<file path="config.mk">
export PLATFORM = sky130hd
export DESIGN_NAME = cc_blank_ctrl
export DESIGN_NICKNAME = d
export VERILOG_FILES = /design/src/rtl/cc_blank_pkg.sv /design/src/rtl/cc_wave_presence.sv /design/src/rtl/cc_idle_eraser.sv /design/src/rtl/cc_blank_ctrl.sv
export SDC_FILE = /design/constraint.sdc
export NUM_CORES = 1
export LEC_CHECK = 0
export ABC_AREA = 1
export BUFFER_PORTS_ARGS = -buffer_cell sky130_fd_sc_hd__clkbuf_2
export CORE_MARGIN = 1
export CORE_UTILIZATION = 45
export DETAILED_ROUTE_END_ITERATION = 8
export MAX_ROUTING_LAYER = met4
export PLACE_DENSITY = 0.67
export SETUP_SLACK_MARGIN = 0.4
export SLEW_MARGIN = 20
export SYNTH_ARGS = -nofsm -noshare
export SYNTH_HDL_FRONTEND = slang
export SYNTH_HIERARCHICAL = 1
export SYNTH_SLANG_ARGS = --single-unit
</file>
<file path="constraint.sdc">
create_clock -name clk_i -period 1.4 [get_ports clk_i]
set_input_delay 0.14 -clock clk_i [delete_from_list [all_inputs] [get_ports clk_i]]
set_output_delay 0.14 -clock clk_i [all_outputs]
set_load 0.01 [all_outputs]
</file>
<file path="src/rtl/cc_blank_pkg.sv">
package cc_blank_pkg;

    localparam int MODE_W = 3;

    typedef enum logic [1:0] {
        KIND_CAPTION = 2'd0,
        KIND_TEXT    = 2'd1,
        KIND_SERVICE = 2'd2
    } mode_kind_e;

    function automatic mode_kind_e kind_of(input logic [MODE_W-1:0] m);
        if (!m[2]) begin
            return KIND_CAPTION;
        end else if (!m[1]) begin
            return KIND_TEXT;
        end
        return KIND_SERVICE;
    endfunction

endpackage

</file>
<file path="src/rtl/cc_wave_presence.sv">
module cc_wave_presence #(
    parameter int ACQ_TICKS  = 30,
    parameter int LOSS_TICKS = 90
) (
    input  logic clk_i,
    input  logic rst_ni,
    input  logic tick_i,
    input  logic wave_i,
    input  logic data_i,
    output logic present_o,
    output logic lost_o
);
    localparam int MAXT = (ACQ_TICKS > LOSS_TICKS) ? ACQ_TICKS : LOSS_TICKS;
    localparam int CW   = $clog2(MAXT + 1);
    localparam logic [CW-1:0] ACQ_LAST  = CW'(ACQ_TICKS - 1);
    localparam logic [CW-1:0] LOSS_LAST = CW'(LOSS_TICKS - 1);

    typedef struct packed {
        logic          present;
        logic [CW-1:0] cnt;
    } pres_t;

    pres_t st_d, st_q;

    always_comb begin
        st_d   = st_q;
        lost_o = 1'b0;
        if (!st_q.present) begin
            if (tick_i) begin
                if (!wave_i) begin
                    st_d.cnt = '0;
                end else if (st_q.cnt == ACQ_LAST) begin
                    st_d.present = 1'b1;
                    st_d.cnt     = '0;
                end else begin
                    st_d.cnt = st_q.cnt + 1'b1;
                end
            end
        end else begin
            if (data_i) begin
                st_d.cnt = '0;
            end else if (tick_i) begin
                if (wave_i) begin
                    st_d.cnt = '0;
                end else if (st_q.cnt == LOSS_LAST) begin
                    st_d.present = 1'b0;
                    st_d.cnt     = '0;
                    lost_o       = 1'b1;
                end else begin
                    st_d.cnt = st_q.cnt + 1'b1;
                end
            end
        end
    end

    always_ff @(posedge clk_i) begin
        if (!rst_ni) begin
            st_q <= '0;
        end else begin
            st_q <= st_d;
        end
    end

    assign present_o = st_q.present;

    assert_acq_needs_wave_R2: assert property (@(posedge clk_i) disable iff (!rst_ni)
        $rose(st_q.present) |-> $past(tick_i && wave_i));

    assert_loss_needs_gap_R3: assert property (@(posedge clk_i) disable iff (!rst_ni)
        $fell(st_q.present) |-> $past(tick_i && !wave_i && !data_i));

    assert_data_holds_R3: assert property (@(posedge clk_i) disable iff (!rst_ni)
        (st_q.present && data_i) |=> st_q.present);

endmodule

</file>
<file path="src/rtl/cc_idle_eraser.sv">
module cc_idle_eraser #(
    parameter int IDLE_TICKS = 960
) (
    input  logic clk_i,
    input  logic rst_ni,
    input  logic tick_i,
    input  logic data_i,
    input  logic active_i,
    input  logic restart_i,
    output logic fire_o
);
    localparam int CW = $clog2(IDLE_TICKS + 1);
    localparam logic [CW-1:0] IDLE_LAST = CW'(IDLE_TICKS - 1);

    typedef struct packed {
        logic          fired;
        logic [CW-1:0] cnt;
    } idle_t;

    idle_t st_d, st_q;

    always_comb begin
        st_d   = st_q;
        fire_o = 1'b0;
        if (!active_i || data_i || restart_i) begin
            st_d = '0;
        end else if (tick_i && !st_q.fired) begin
            if (st_q.cnt == IDLE_LAST) begin
                st_d.fired = 1'b1;
                st_d.cnt   = '0;
                fire_o     = 1'b1;
            end else begin
                st_d.cnt = st_q.cnt + 1'b1;
            end
        end
    end

    always_ff @(posedge clk_i) begin
        if (!rst_ni) begin
            st_q <= '0;
        end else begin
            st_q <= st_d;
        end
    end

    assert_idle_gated_R4: assert property (@(posedge clk_i) disable iff (!rst_ni)
        $rose(st_q.fired) |-> $past(tick_i && active_i && !data_i));

    assert_idle_once_R4: assert property (@(posedge clk_i) disable iff (!rst_ni)
        (st_q.fired && active_i && !data_i && !restart_i) |=> st_q.fired);

endmodule

</file>
<file path="src/rtl/cc_blank_ctrl.sv">
module cc_blank_ctrl
    import cc_blank_pkg::*;
#(
    parameter int ACQ_TICKS  = 30,
    parameter int LOSS_TICKS = 90,
    parameter int IDLE_TICKS = 960
) (
    input  logic              clk_i,
    input  logic              rst_ni,
    input  logic              tick_i,
    input  logic              wave_i,
    input  logic              data_i,
    input  logic              vlock_i,
    input  logic [MODE_W-1:0] mode_i,
    input  logic              cmd_edm_i,
    input  logic              cmd_enm_i,
    input  logic              cmd_stxt_i,
    input  logic              dec_on_i,
    input  logic              idle_en_i,
    output logic              erase_disp_o,
    output logic              erase_hid_o,
    output logic              keep_box_o,
    output logic              disp_en_o
);
    typedef struct packed {
        logic [MODE_W-1:0] mode;
        logic              vlock;
        logic              erase_disp;
        logic              erase_hid;
        logic              keep_box;
    } ctrl_t;

    ctrl_t      r_d, r_q;
    logic       present;
    logic       lost;
    logic       idle_fire;
    logic       mode_chg;
    logic       idle_active;
    mode_kind_e kind;

    always_comb begin
        kind        = kind_of(mode_i);
        mode_chg    = (mode_i != r_q.mode);
        idle_active = idle_en_i && (kind != KIND_TEXT);
    end

    cc_wave_presence #(
        .ACQ_TICKS (ACQ_TICKS),
        .LOSS_TICKS(LOSS_TICKS)
    ) i_presence (
        .clk_i    (clk_i),
        .rst_ni   (rst_ni),
        .tick_i   (tick_i),
        .wave_i   (wave_i),
        .data_i   (data_i),
        .present_o(present),
        .lost_o   (lost)
    );

    cc_idle_eraser #(
        .IDLE_TICKS(IDLE_TICKS)
    ) i_idle (
        .clk_i    (clk_i),
        .rst_ni   (rst_ni),
        .tick_i   (tick_i),
        .data_i   (data_i),
        .active_i (idle_active),
        .restart_i(mode_chg),
        .fire_o   (idle_fire)
    );

    always_comb begin
        logic stxt_hit;
        logic other_disp;
        r_d       = r_q;
        r_d.mode  = mode_i;
        r_d.vlock = vlock_i;
        stxt_hit  = cmd_stxt_i && (kind == KIND_TEXT);
        other_disp = mode_chg
                   || (r_q.vlock && !vlock_i)
                   || lost
                   || idle_fire
                   || (cmd_edm_i && (kind == KIND_CAPTION));
        r_d.erase_disp = other_disp || stxt_hit;
        r_d.erase_hid  = mode_chg || (cmd_enm_i && (kind == KIND_CAPTION));
        r_d.keep_box   = stxt_hit && !other_disp;
    end

    always_ff @(posedge clk_i) begin
        if (!rst_ni) begin
            r_q       <= '0;
            r_q.vlock <= 1'b1;
        end else begin
            r_q <= r_d;
        end
    end

    assign erase_disp_o = r_q.erase_disp;
    assign erase_hid_o  = r_q.erase_hid;
    assign keep_box_o   = r_q.keep_box;
    assign disp_en_o    = dec_on_i && present;

    assert_box_with_erase_R9: assert property (@(posedge clk_i) disable iff (!rst_ni)
        keep_box_o |-> erase_disp_o);

    assert_mode_chg_erases_R6: assert property (@(posedge clk_i) disable iff (!rst_ni)
        (r_q.mode != $past(r_q.mode)) |-> (erase_disp_o && erase_hid_o));

    assert_lock_loss_R7: assert property (@(posedge clk_i) disable iff (!rst_ni)
        $fell(vlock_i) |=> erase_disp_o);

    assert_loss_erases_R3: assert property (@(posedge clk_i) disable iff (!rst_ni)
        $fell(present) |-> erase_disp_o);

endmodule

</file>
# Yosys cells after proc, flatten, opt, wreduce, memory -nomap -nowiden
# Index checks and enable logic that the tools add are counted.
# totals
reg_bits	26
input_bits	14
# op_classes
add_sub_neg	2
n_bitwise	1
eq_ne	6
n_mux	27
n_reduce_logical	26
# ops
cell	n
7-bit two-way mux	5
8-bit two-way mux	3
1-bit two-way mux	15
10-bit by 1-bit adder with 10-bit output, second input constant	1
10-bit equality test, second input constant	1
10-bit two-way mux	1
1-bit logical AND	8
1-bit logical OR	8
7-bit by 1-bit adder with 7-bit output, second input constant	1
7-bit by 5-bit equality test with 1-bit output, second input constant	1
7-bit equality test, second input constant	1
2-bit two-way mux	3
1-bit zero test	4
2-bit AND reduction	2
2-bit nonzero test	2
3-bit != test	1
2-bit by 1-bit equality test with 1-bit output, second input constant	1
2-bit zero test	1
2-bit by 1-bit != test with 1-bit output, second input constant	1
2-bit OR reduction	1
1-bit inverter	1

# Logic depth before layout (Yosys ltp)
# Gate-level depths: netlist of run 1.
# logic_depth
depth_word	13
mapped_depth	14

# Modules after synthesis
# The synthesis of run 1 kept the hierarchy.
# modules_own_cells
mod	cells_each	instances	area_each_um2	seq_area_each_um2
cc_idle_eraser	89	1	641.9	220.2
cc_wave_presence	84	1	549.3	160.2
cc_blank_ctrl	46	1	315.3	140.1

# Least setup slack after synthesis of run 1
# Ideal clock, no wire load.
# synth_timing
path_kind	flip-flop to flip-flop
from	reg i_presence/st_q[1] (netlist bit)
to	reg r_q (netlist bit erase_disp_o)
required_time_ps	1286
arrival_ps	1360
synth_period_minus_slack_ps	1474
path_slack_ps	-74
setup_ps	114
stages_incl_launch_ff	15
path_cell_list	dfxtp_1 inv_1 ha_1 nand2_1 inv_1 nand3_1 inv_1 nand4_1 clkinv_1 nor2_1 nand2_1 nor2_1 nand3_2 nand2_1 nand2_1
# synth_between
elab_chain_len	10
# synth_rtl
element	line_no	rtl
from (decl)	cc_wave_presence.sv:23	pres_t st_d, st_q;
from (signal assigned)	cc_wave_presence.sv:60	st_q <= st_d;
7-bit equality test	cc_wave_presence.sv:45	end else if (st_q.cnt == LOSS_LAST) begin
1-bit two-way mux	cc_wave_presence.sv:45	
1-bit two-way mux	cc_wave_presence.sv:43	if (wave_i) begin
1-bit two-way mux	cc_wave_presence.sv:42	end else if (tick_i) begin
1-bit two-way mux	cc_wave_presence.sv:40	if (data_i) begin
1-bit two-way mux	cc_wave_presence.sv:28	if (!st_q.present) begin
named net lost	cc_blank_ctrl.sv:35	logic lost;
1-bit logical OR	cc_blank_ctrl.sv:81	|| lost
1-bit logical OR	cc_blank_ctrl.sv:82	|| idle_fire
1-bit logical OR	cc_blank_ctrl.sv:83	|| (cmd_edm_i && (kind == KIND_CAPTION));
1-bit logical OR	cc_blank_ctrl.sv:84	r_d.erase_disp = other_disp || stxt_hit;
to (signal assigned)	cc_blank_ctrl.sv:94	r_q <= r_d;
to (decl)	cc_blank_ctrl.sv:33	ctrl_t r_d, r_q;
# The timed path passes the listed nets, and every way through them passes these cells.
# A chain may end at the register's enable or synchronous reset.

# Worst setup path after layout of run 1
# layout_timing
from	reg i_idle/st_q[1] (netlist bit)
to	reg r_q (netlist bit erase_disp_o)
# layout_between
elab_chain_len	7
# layout_rtl
element	line_no	rtl
from (decl)	cc_idle_eraser.sv:20	idle_t st_d, st_q;
from (signal assigned)	cc_idle_eraser.sv:42	st_q <= st_d;
10-bit equality test	cc_idle_eraser.sv:28	if (st_q.cnt == IDLE_LAST) begin
1-bit two-way mux	cc_idle_eraser.sv:28	
1-bit two-way mux	cc_idle_eraser.sv:27	end else if (tick_i && !st_q.fired) begin
1-bit two-way mux	cc_idle_eraser.sv:25	if (!active_i || data_i || restart_i) begin
named net idle_fire	cc_blank_ctrl.sv:36	logic idle_fire;
1-bit logical OR	cc_blank_ctrl.sv:82	
1-bit logical OR	cc_blank_ctrl.sv:83	
1-bit logical OR	cc_blank_ctrl.sv:84	
# The timed path passes the listed nets, and every way through them passes these cells.

==> results of run 1 <==
where the power goes:
group	switching, mW	internal (mW)
Clock	0.244	0.218
Combinational	0.103	0.0785
Sequential	0.00776	0.753
Total	0.355	1.05
critical path, stage by stage, from the launching register on:
cell     delay [ns]
dfxtp_2        0.38
ha_4           0.15
nand2_4        0.05
nor2_4         0.07
nand3_2        0.09
nor2_4         0.15
inv_2          0.05
nor2_2         0.08
nor2_1         0.05
nand2_1        0.07
nor2_2         0.04
nand3_2        0.06
nand2_1        0.05
nand2_1        0.06
layout make-up:
class / instances / area share
clock buffer: 4 / 0.02274
multi-input combinational: 151 / 0.4698
inverter: 42 / 0.07720
sequential: 26 / 0.2567
timing repair buffer: 44 / 0.1472
tap: 44 / 0.02633
cell usage in the layout (no fill, tap or decap), types with 2 or more instances in the layout:
master / instances
nand4_1: 6
a21oi_1: 5
o21ai_0: 4
clkbuf_2: 16
a21oi_2: 7
nor2_2: 6
clkbuf_4: 3
buf_4: 21
nand2_1: 50
inv_2: 11
xor2_1: 2
o21bai_2: 2
buf_6: 4
inv_1: 29
dlygate4sd3_1: 2
nor2_1: 22
dfxtp_2: 7
nand3_1: 4
nor2_4: 6
nand2_4: 4
nand3_2: 7
nand2_2: 8
nor3_1: 3
dfxtp_4: 2
nand3_4: 2
ha_4: 3
dfxtp_1: 17
what timing repair did:
item | CTS | global route
endpoints found under the setup margin | 22 | 23
pin swaps | 11 | 15
hold buffers | 1 | 1
buffers inserted | 3 | 2
hold endpoints to repair | 1 | 1
gates resized for setup | 12 | 29
cells in the mapped netlist (all sizes together):
library cell,instances,area share
xnor2,1,0.011
inv,41,0.10
a211oi,1,0.0050
nand4,7,0.033
o21ai,5,0.017
nand2,63,0.17
a21boi,1,0.0050
nor3b,1,0.0050
ha,3,0.025
nor2,34,0.11
nand3,13,0.066
o21bai,4,0.027
dfxtp,26,0.35
xor2,2,0.012
clkinv,1,0.0025
nor3,4,0.013
a21oi,12,0.052
cells by family after synthesis:
kind of cell	after synthesis	synth area share
buf+inv	42	0.1063
fa+ha+maj	3	0.02492
compound gates	23	0.1063
xor+xnor	3	0.02243
simple gates	122	0.3945
flops	26	0.3455
registers in the layout (all words and copies together), names as in the netlist:
signal and count:
i_presence/present_o 1, i_idle/st_q 11, erase_disp_o 1, erase_hid_o 1, r_q 4, i_presence/st_q 7
keep_box_o 1
layer usage:
layer,track usage,vias to the layer above,routed length [um]
li1,-,779,-
met1,0.2570,659,1522
met2,0.3286,17,1646
met3,0.02597,2,69
met4,0.05980,0,19
met5,-,-,0
worst max path at each step:
stage | startpoint | to | slack [ns] | cells after the start
final | i_idle/st_q[1] | erase_disp_o | -0.009 | 13
after global routing | i_idle/st_q[1] | erase_disp_o | -0.08 | 13
after global placement | i_presence/st_q[1] | erase_disp_o | 0.02 | 14
after CTS | i_presence/st_q[1] | erase_disp_o | -0.009 | 14
after detailed placement | i_presence/st_q[1] | erase_disp_o | -0.02 | 14
after floorplan | i_presence/st_q[1] | erase_disp_o | 0.03 | 14
==> summary.md, run 1 <==
| Metric | Value |
|---|---|
| Status | `finished with violations` |
| Failing checks | `negative setup slack` |
| Clk slew on worst S/H paths | `approximately 0.16 ns` |
| Syn nets | `236` |
| CTS buffer count | `3` |
| Flop2flop setup slack | `-0.009 ns` |
| Total global routing overflow | `0` |
| Leakage | `0.9196 nW` |
| Period utilisation layout | `1.006` |
| DRC errors left | `0` |
| Placed cell count | `300` |
| # H-tree levels | `1` |
| N_diodes | `0` |
| Total Wirelength | `between 3 and 4 mm` |
| Post-route ant nets | `0` |
| Final std cells w/o fill | `a little over 300` |
| WL per Instance | `about 10 um` |
| Final net count | `285` |
| WP data required | `about 1.7 ns` |
| Routability cong. | `0.8745` |
| Worst R2R Path Depth | `13` |
| Critical Path AT | `between 1.5 and 2 ns` |
| Slew @ Worst Pin | `~0.30 ns` |
| HP Class | `in2reg` |
| Reg area | `about 540 um2` |
| Core ar. | `between 3000 and 4000 um2` |
| Syn_area_per_cell | `about 7 um2` |
| Area growth, synth to finish | `38.79%` |
| Clock skew | `between 0.01 and 0.015 ns` |
| CTS Buffer Depth | `2` |
| Reg-to-Reg Start | `i_idle/st_q[1]` |
| Final Hold Vio Count | `0` |
| Fill count | `~290` |
| Max_cap viols | `0` |
| Row count | `20` |
| Setup crit start kind | `flip-flop` |
| Synth warnings | `6` |
| Pre-Repair DR Iteration Count | `4` |
| Maximum VDD drop | `between 300 and 400 uV` |
| Worst Min Path Start | `mode_i[0]` |
| Die area | `~3600 um2` |
| Max Clock Freq | `around 700 MHz` |
| CTS tree | `done` |
| Setup slack after layout | `-0.009043 ns` |
| Hold EP | `r_q[4]` |
| CP max FO | `2` |
| Die W | `about 60 um` |
| Post-synthesis sequential area ratio | `0.3455` |
| First-pass GRT wire length | `around 5.3 mm` |
| TritonCTS sink count | `26` |
| Fin. max-slew vios | `0` |
| Yosys reg bits | `26` |
| Port buffer count | `17` |
| Largest net degree at the start of global routing | `16` |
| Setup TNS | `-0.009043 ns` |
| Dpl ws | `-0.02033 ns` |
| Area taken by multi-input logic gates | `just under 1000 um2` |
| Post-Syn Area | `1506 um2` |
| Initial DRC Count | `about 90` |
| Initial antenna violation count | `0` |
| Total Power | `roughly 1.4 mW` |
| Worst reg2reg path endpoint | `erase_disp_o` |
| Crit path time final | `around 1.4 ns` |
| Layout Utilization | `0.6738` |
| Rel. slew slack | `0.7975` |
| Critical setup path kind | `reg2reg` |
| Initial Util | `0.4855` |
| Crit path capture type | `flip-flop` |
| Share of post-route cells with drive strength above 1 | `0.4419` |
| Root buffer cell | `clkbuf_4` |
| Hold Path Depth | `3` |
| RSZ-0062 raised after global routing | `yes` |
| Synth Instances | `approximately 220` |
| Via density | `between 4 and 5` |
| Yosys cell types | `28` |
| Total number of vias | `about 1,500` |
| Post-DP Area | `roughly 1800 um2` |
| Vias in the first global route | `about 1,300` |
| Hold slack | `~0.017 ns` |
| Clock Latency Late Sink | `0.33 ns` |
| Final Cell Area | `~2100 um2` |
| PwrDens | `about 670 nW/um2` |
| GRT Total Usage | `0.2007` |
| I/O Pins | `18` |
| Die H | `approximately 60 um` |
| Hpwl dp | `about 2.4 mm` |
| Number of setup violations in the final report | `1` |
No activity file was read; power rests on OpenSTA's default activity.
==> inputs of run 2 (changes only) <==
- CORE_UTILIZATION: 45 -> 51
- PLACE_DENSITY: 0.67 -> 0.74
==> run 2 against run 1 <==
Effect of this change:
- die area is 11% lower
- global-route usage up 3.4 points
- sequential share of layout area about the same
- register-to-register slack barely moved
- hold slack better by 0.0061 ns
- count of clock-buffer cells in the layout unchanged
- largest power group unchanged
- clock skew is 0.0050 ns lower
- first-iteration DRC count is 21% lower
- utilization rose by 7.3 points
- largest cell class unchanged
- the run still ends with negative setup slack left
- flip-flop and latch count stayed put
- cell count shrank 4.8%
==> summary.md, run 2 (synthesis gave the netlist of run 1 again) <==
| Metric | Value |
|---|---|
| Commonest non-fill, non-tap cell in the layout | `nand2_1` |
| Critical setup path kind | `reg2reg` |
| Period utilisation layout | `1.000` |
| Post-DP Area | `1810 um2` |
| Initial DRC Count | `between 70 and 80` |
| Number of setup violations in the final report | `1` |
| DRC errors left | `0` |
| Final Hold Vio Count | `0` |
| Pre-Repair DR Iteration Count | `4` |
| CTS buffer count | `3` |
| Via density | `slightly above 5` |
| N_diodes | `0` |
| Flip-flop count of the largest register after layout | `11` |
| Hpwl dp | `between 2 and 2.5 mm` |
| Critical Path AT | `roughly 1.7 ns` |
| # H-tree levels | `1` |
| Total number of vias | `1,522` |
| Most frequent cells in the layout | `nand2_1, inv_1, nor2_1, dfxtp_1, buf_4` |
| Root buffer cell | `clkbuf_4` |
| Top reg by flops | `i_idle/st_q` |
| Setup slack after layout | `-0.00005917 ns` |
| Total Wirelength | `3.560 mm` |
| Clk slew on worst S/H paths | `roughly 0.15 ns` |
| Met3 Usage GRT | `0.04378` |
| I/O Pins | `18` |
| Largest regs | `i_idle/st_q: 11 flops, i_presence/st_q: 7 flops, r_q: 4 flops` |
| Flop2flop setup slack | `-0.00006 ns` |
| Maximum VDD drop | `roughly 750 uV` |
| Die W | `approximately 56 um` |
| Clock Latency Late Sink | `between 0.3 and 0.4 ns` |
| Crit path capture type | `flip-flop` |
| CTS Buffer Depth | `2` |
| Largest net degree at the start of global routing | `15` |
| WL per Instance | `12.03 um` |
| Gr busiest metal | `met2` |
| Max_cap viols | `0` |
| CP max FO | `2` |
| Placed cell count | `284` |
| Rel. slew slack | `0.6964` |
| PwrDens | `between 600 and 700 nW/um2` |
| First-pass GRT wire length | `5.747 mm` |
| Max Clock Freq | `roughly 710 MHz` |
| Met1 Use GR | `0.2859` |
| Clock skew | `between 0.005 and 0.006 ns` |
| Post-route ant nets | `0` |
| Die H | `roughly 56 um` |
| Failing checks | `negative setup slack` |
| Status | `finished with violations` |
| Initial Util | `0.5416` |
| Slew @ Worst Pin | `~0.45 ns` |
| Met2 GRT Util | `0.3929` |
| Leakage | `around 0.88 nW` |
| Setup TNS | `-0.00005917 ns` |
| Total global routing overflow | `0` |
| Initial antenna violation count | `0` |
| Vias in the first global route | `1,378` |
| Total Power | `between 1 and 1.5 mW` |
| Final Cell Area | `between 2000 and 2500 um2` |
| Row count | `19` |
| Hold slack | `about 0.023 ns` |
| Setup crit start kind | `flip-flop` |
| Area growth, synth to finish | `37.87%` |
| Crit path time final | `around 1.4 ns` |
| RSZ-0062 raised after global routing | `yes` |
| Fin. max-slew vios | `0` |
| WP data required | `roughly 1.7 ns` |
| Routability cong. | `0.8871` |
| TritonCTS sink count | `26` |
| Final std cells w/o fill | `296` |
| HP Class | `in2reg` |
| CTS tree | `done` |
| Final net count | `283` |
| Core ar. | `between 2000 and 3000 um2` |
| Die area | `approximately 3200 um2` |
| Port buffer count | `17` |
| Share of post-route cells with drive strength above 1 | `0.4830` |
| GRT Total Usage | `0.2349` |
## run 2: area by class of cell
cell class | count | area [um2]
clock buffer | 4 | 36.28
sequential | 26 | 534.3
fill | 223 | 704.4
inverter | 42 | 161.4
tap | 31 | 38.79
multi-input combinational | 151 | 1006
timing repair buffer | 42 | 300.3
## run 2: what timing repair did
item | in CTS | in global routing
gates cloned | 0 | 0
hold buffers | 1 | 0
gates resized for setup | 15 | 38
pin swaps | 8 | 15
endpoints found under the hold margin | 1 | 0
setup endpoints to repair | 22 | 23
buffers inserted | 2 | 5
## run 2: power breakdown
| part | leakage, nW | internal, mW | switching [mW] |
|---|---|---|---|
| sequential | 0.215 | 0.753 | 0.00774 |
| clock | 0.0210 | 0.159 | 0.240 |
| combinational | 0.649 | 0.0819 | 0.112 |
## run 2: critical path, stage by stage (launching register included)
cell and delay [ns]:
dfxtp_2 0.36, inv_2 0.04, ha_4 0.14, nand2_1 0.05, inv_1 0.05, nand3_2 0.07, inv_1 0.04, nand4_1 0.08
clkinv_2 0.06, nor2_1 0.08, nand2_1 0.06, nor2_2 0.09, nand3_2 0.07, nand2_1 0.07, nand2_1 0.05
## run 2: per-stage QoR
stage | setup slack [ns] | util
final | -0.00005917 | 0.7467
after global routing | -0.1350 | 0.7467
after CTS | -0.03159 | 0.6937
after detailed placement | -0.02863 | 0.6509
after global placement | 0.01959 | 0.6509
after floorplan | 0.02653 | -
## run 2: final timing paths
kind                 startpoint                 end  depth (start not counted)
max          i_presence/st_q[1]        erase_disp_o                         14
min                   mode_i[0]              r_q[4]                          3
max reg2reg  i_presence/st_q[1]        erase_disp_o                         14
min reg2reg  i_presence/st_q[6]  i_presence/st_q[6]                          2
## run 2: per-layer routing
layer / share of wire / wire length, um / vias to the layer above
met2: 0.52 / 1862 / 27
met3: 0.031 / 111 / 2
met4: 0.0067 / 24 / 0
met5: 0 / 0 / -
li1: - / - / 773
met1: 0.44 / 1561 / 720
==> inputs of run 3 (changes only) <==
- CORE_UTILIZATION: 51 -> 50
- PLACE_DENSITY: 0.74 -> 0.7
- RECOVER_POWER: not set -> 50
- clock period: 1.4 -> 1.55 ns (I/O delays scaled with it)
==> run 3 against run 2 <==
Effect of this change:
- the run now ends clean
- sequential power down 9.6%
- design area decreased by 3.7%
- via count fell by 6.2%
- utilization is 3.4 points lower
- fmax decreased by 5.2%
- setup slack gained 0.074 ns
- largest cell class unchanged
==> summary.md, run 3 (synthesis gave the netlist of run 1 again) <==
| Metric | Value |
|---|---|
| Status | `complete, no violations` |
| Slew @ Worst Pin | `0.4697 ns` |
| Worst reg2reg path endpoint | `erase_disp_o` |
| DRC errors left | `0` |
| Clock skew | `roughly 0.0027 ns` |
| Number of setup violations in the final report | `0` |
| GRT Total Usage | `0.2227` |
| Hold EP | `r_q[5]` |
| N_diodes | `0` |
| Leakage | `between 0.8 and 0.9 nW` |
| CTS Buffer Depth | `2` |
| First-pass GRT wire length | `about 5.5 mm` |
| Most frequent cells in the layout | `nand2_1, inv_1, nor2_1, dfxtp_1, buf_4` |
| Crit-path slowest cell | `dfxtp_2` |
| TritonCTS sink count | `26` |
| # H-tree levels | `1` |
| Critical setup path kind | `reg2reg` |
| Largest net degree at the start of global routing | `16` |
| Total Wirelength | `3.355 mm` |
| Routability cong. | `~0.84` |
| Total number of vias | `~1,400` |
| Setup crit start kind | `flip-flop` |
| Most used cell, CP | `inv_2` |
| Core ar. | `between 2000 and 3000 um2` |
| Row count | `19` |
| Commonest non-fill, non-tap cell in the layout | `nand2_1` |
| Area taken by multi-input logic gates | `around 960 um2` |
| Initial Util | `0.5370` |
| Vias in the first global route | `~1,300` |
| Fill count | `approximately 240` |
| Root buffer cell | `clkbuf_4` |
| Rel. slew slack | `0.6841` |
| Worst R2R Path Depth | `14` |
| CTS buffer count | `3` |
| Worst path max stage delay | `roughly 0.36 ns` |
| HP Class | `in2reg` |
| Crit path capture type | `flip-flop` |
| Pre-Repair DR Iteration Count | `4` |
| Reg-to-Reg Start | `i_presence/st_q[1]` |
| Total global routing overflow | `0` |
| Port buffer count | `17` |
| Hold Path Depth | `3` |
| Worst Min Path Start | `mode_i[1]` |
| Max Clock Freq | `a little under 700 MHz` |
| Period utilisation layout | `0.9526` |
| Maximum VDD drop | `between 500 and 600 uV` |
| Share of post-route cells with drive strength above 1 | `0.4122` |
| PwrDens | `about 650 nW/um2` |
| Max_cap viols | `0` |
| Fin. max-slew vios | `0` |
| Clock Latency Late Sink | `0.33 ns` |
| Hpwl dp | `between 2 and 2.5 mm` |
| Initial antenna violation count | `0` |
| Clk slew on worst S/H paths | `between 0.1 and 0.15 ns` |
| Dpl ws | `0.02751 ns` |
| Setup slack after layout | `0.07349 ns` |
| WP data required | `around 1.8 ns` |
| RSZ-0062 raised after global routing | `yes` |
| CP max FO | `2` |
| Reg area | `530.5 um2` |
| Cell Chain, Critical Path | `inv_2, ha_4, nand2_2, inv_2, nand3_2, inv_2, nand4_1, inv_2, nor2_1, nand2_1, nor2_1, nand3_2, nand2_1, nand2_1` |
| CTS tree | `done` |
| Largest regs | `i_idle/st_q: 11 flops, i_presence/st_q: 7 flops, r_q: 4 flops` |
| Die W | `between 50 and 60 um` |
| Post-route ant nets | `0` |
| Area growth, synth to finish | `32.81%` |
| Die H | `between 50 and 60 um` |
| Final net count | `280` |
| Via density | `4.870` |
| Crit path time final | `between 1 and 1.5 ns` |
| Final Hold Vio Count | `0` |
| Flop2flop setup slack | `roughly 0.073 ns` |
| Critical Path AT | `1.72 ns` |
| WL per Instance | `approximately 11 um` |
| Flip-flop count of the largest register after layout | `11` |
| I/O Pins | `18` |
| Setup TNS | `0 ns` |
| Die area | `around 3200 um2` |
| Initial DRC Count | `55` |
| Top reg by flops | `i_idle/st_q` |
run 3: cell count changes in the layout (fill, tap and decap cells not counted), moves of 3 or more:
cell,change
clkbuf_1,+5
buf_6,-3
nand2_1,+5
nor2_4,-3
nand2_2,-5
clkbuf_2,-4
run 3: worst max path at each step:
stage / slack, ns / cells after the start / startpoint / to
global route: -0.02 / 14 / i_presence/st_q[1] / erase_disp_o
detailed placement: 0.03 / 14 / i_presence/st_q[1] / erase_disp_o
global placement: 0.1 / 14 / i_presence/st_q[1] / erase_disp_o
finish: 0.07 / 14 / i_presence/st_q[1] / erase_disp_o
CTS: 0.11 / 14 / i_presence/st_q[1] / erase_disp_o
floorplan: 0.18 / 14 / i_presence/st_q[1] / erase_disp_o
run 3: area by class of cell:
type | count | area share
clock buffer | 3 | 0.01126
clock inverter | 1 | 0.01501
sequential | 26 | 0.2652
timing repair buffer | 39 | 0.1276
inverter | 42 | 0.08005
tap | 31 | 0.01939
multi-input combinational | 151 | 0.4816
run 3: routing by layer:
layer	global-route usage	routed length, um	vias up
met4	0.05575	23	0
met3	0.04608	159	4
li1	-	-	764
met5	-	0	-
met2	0.3429	1572	37
met1	0.2986	1599	622
run 3: metrics by stage:
step / cell area (um2) / hold WS [ns] / std cells / power [mW] / util
after floorplan: 1551 / 0.2237 / 219 / 0.7780 / -
after global placement: 1720 / 0.3394 / 273 / 0.8341 / 0.6133
after detailed placement: 1720 / 0.3447 / 273 / 0.8358 / 0.6133
after CTS: 1923 / 0.01457 / 287 / 1.325 / 0.6855
after global routing: 2001 / 0.02433 / 293 / 1.366 / 0.7132
final: 2001 / 0.03402 / 293 / 1.304 / 0.7132
run 3: critical path: cells and delay by family (launching register included):
kind                       cells  cell delay [ns]
and+or+nand+nor                9             0.70
DFF                            1             0.36
buffers and inverters          4             0.16
adders and majority gates      1             0.15
run 3: timing repair:
item	in CTS	in global routing
endpoints found under the setup margin	21	22
buffers inserted	9	6
hold buffers	1	0
endpoints found under the hold margin	1	0
resized for setup	20	24
gates cloned	0	0
pin swaps	16	14
run 3: report_power, final:
part	total, mW	leakage, nW	switching (mW)	internal, mW
Clock	0.467	0.0279	0.205	0.262
Sequential	0.688	0.214	0.00642	0.681
Combinational	0.150	0.625	0.0910	0.0592
Total	1.30	0.868	0.302	1.00
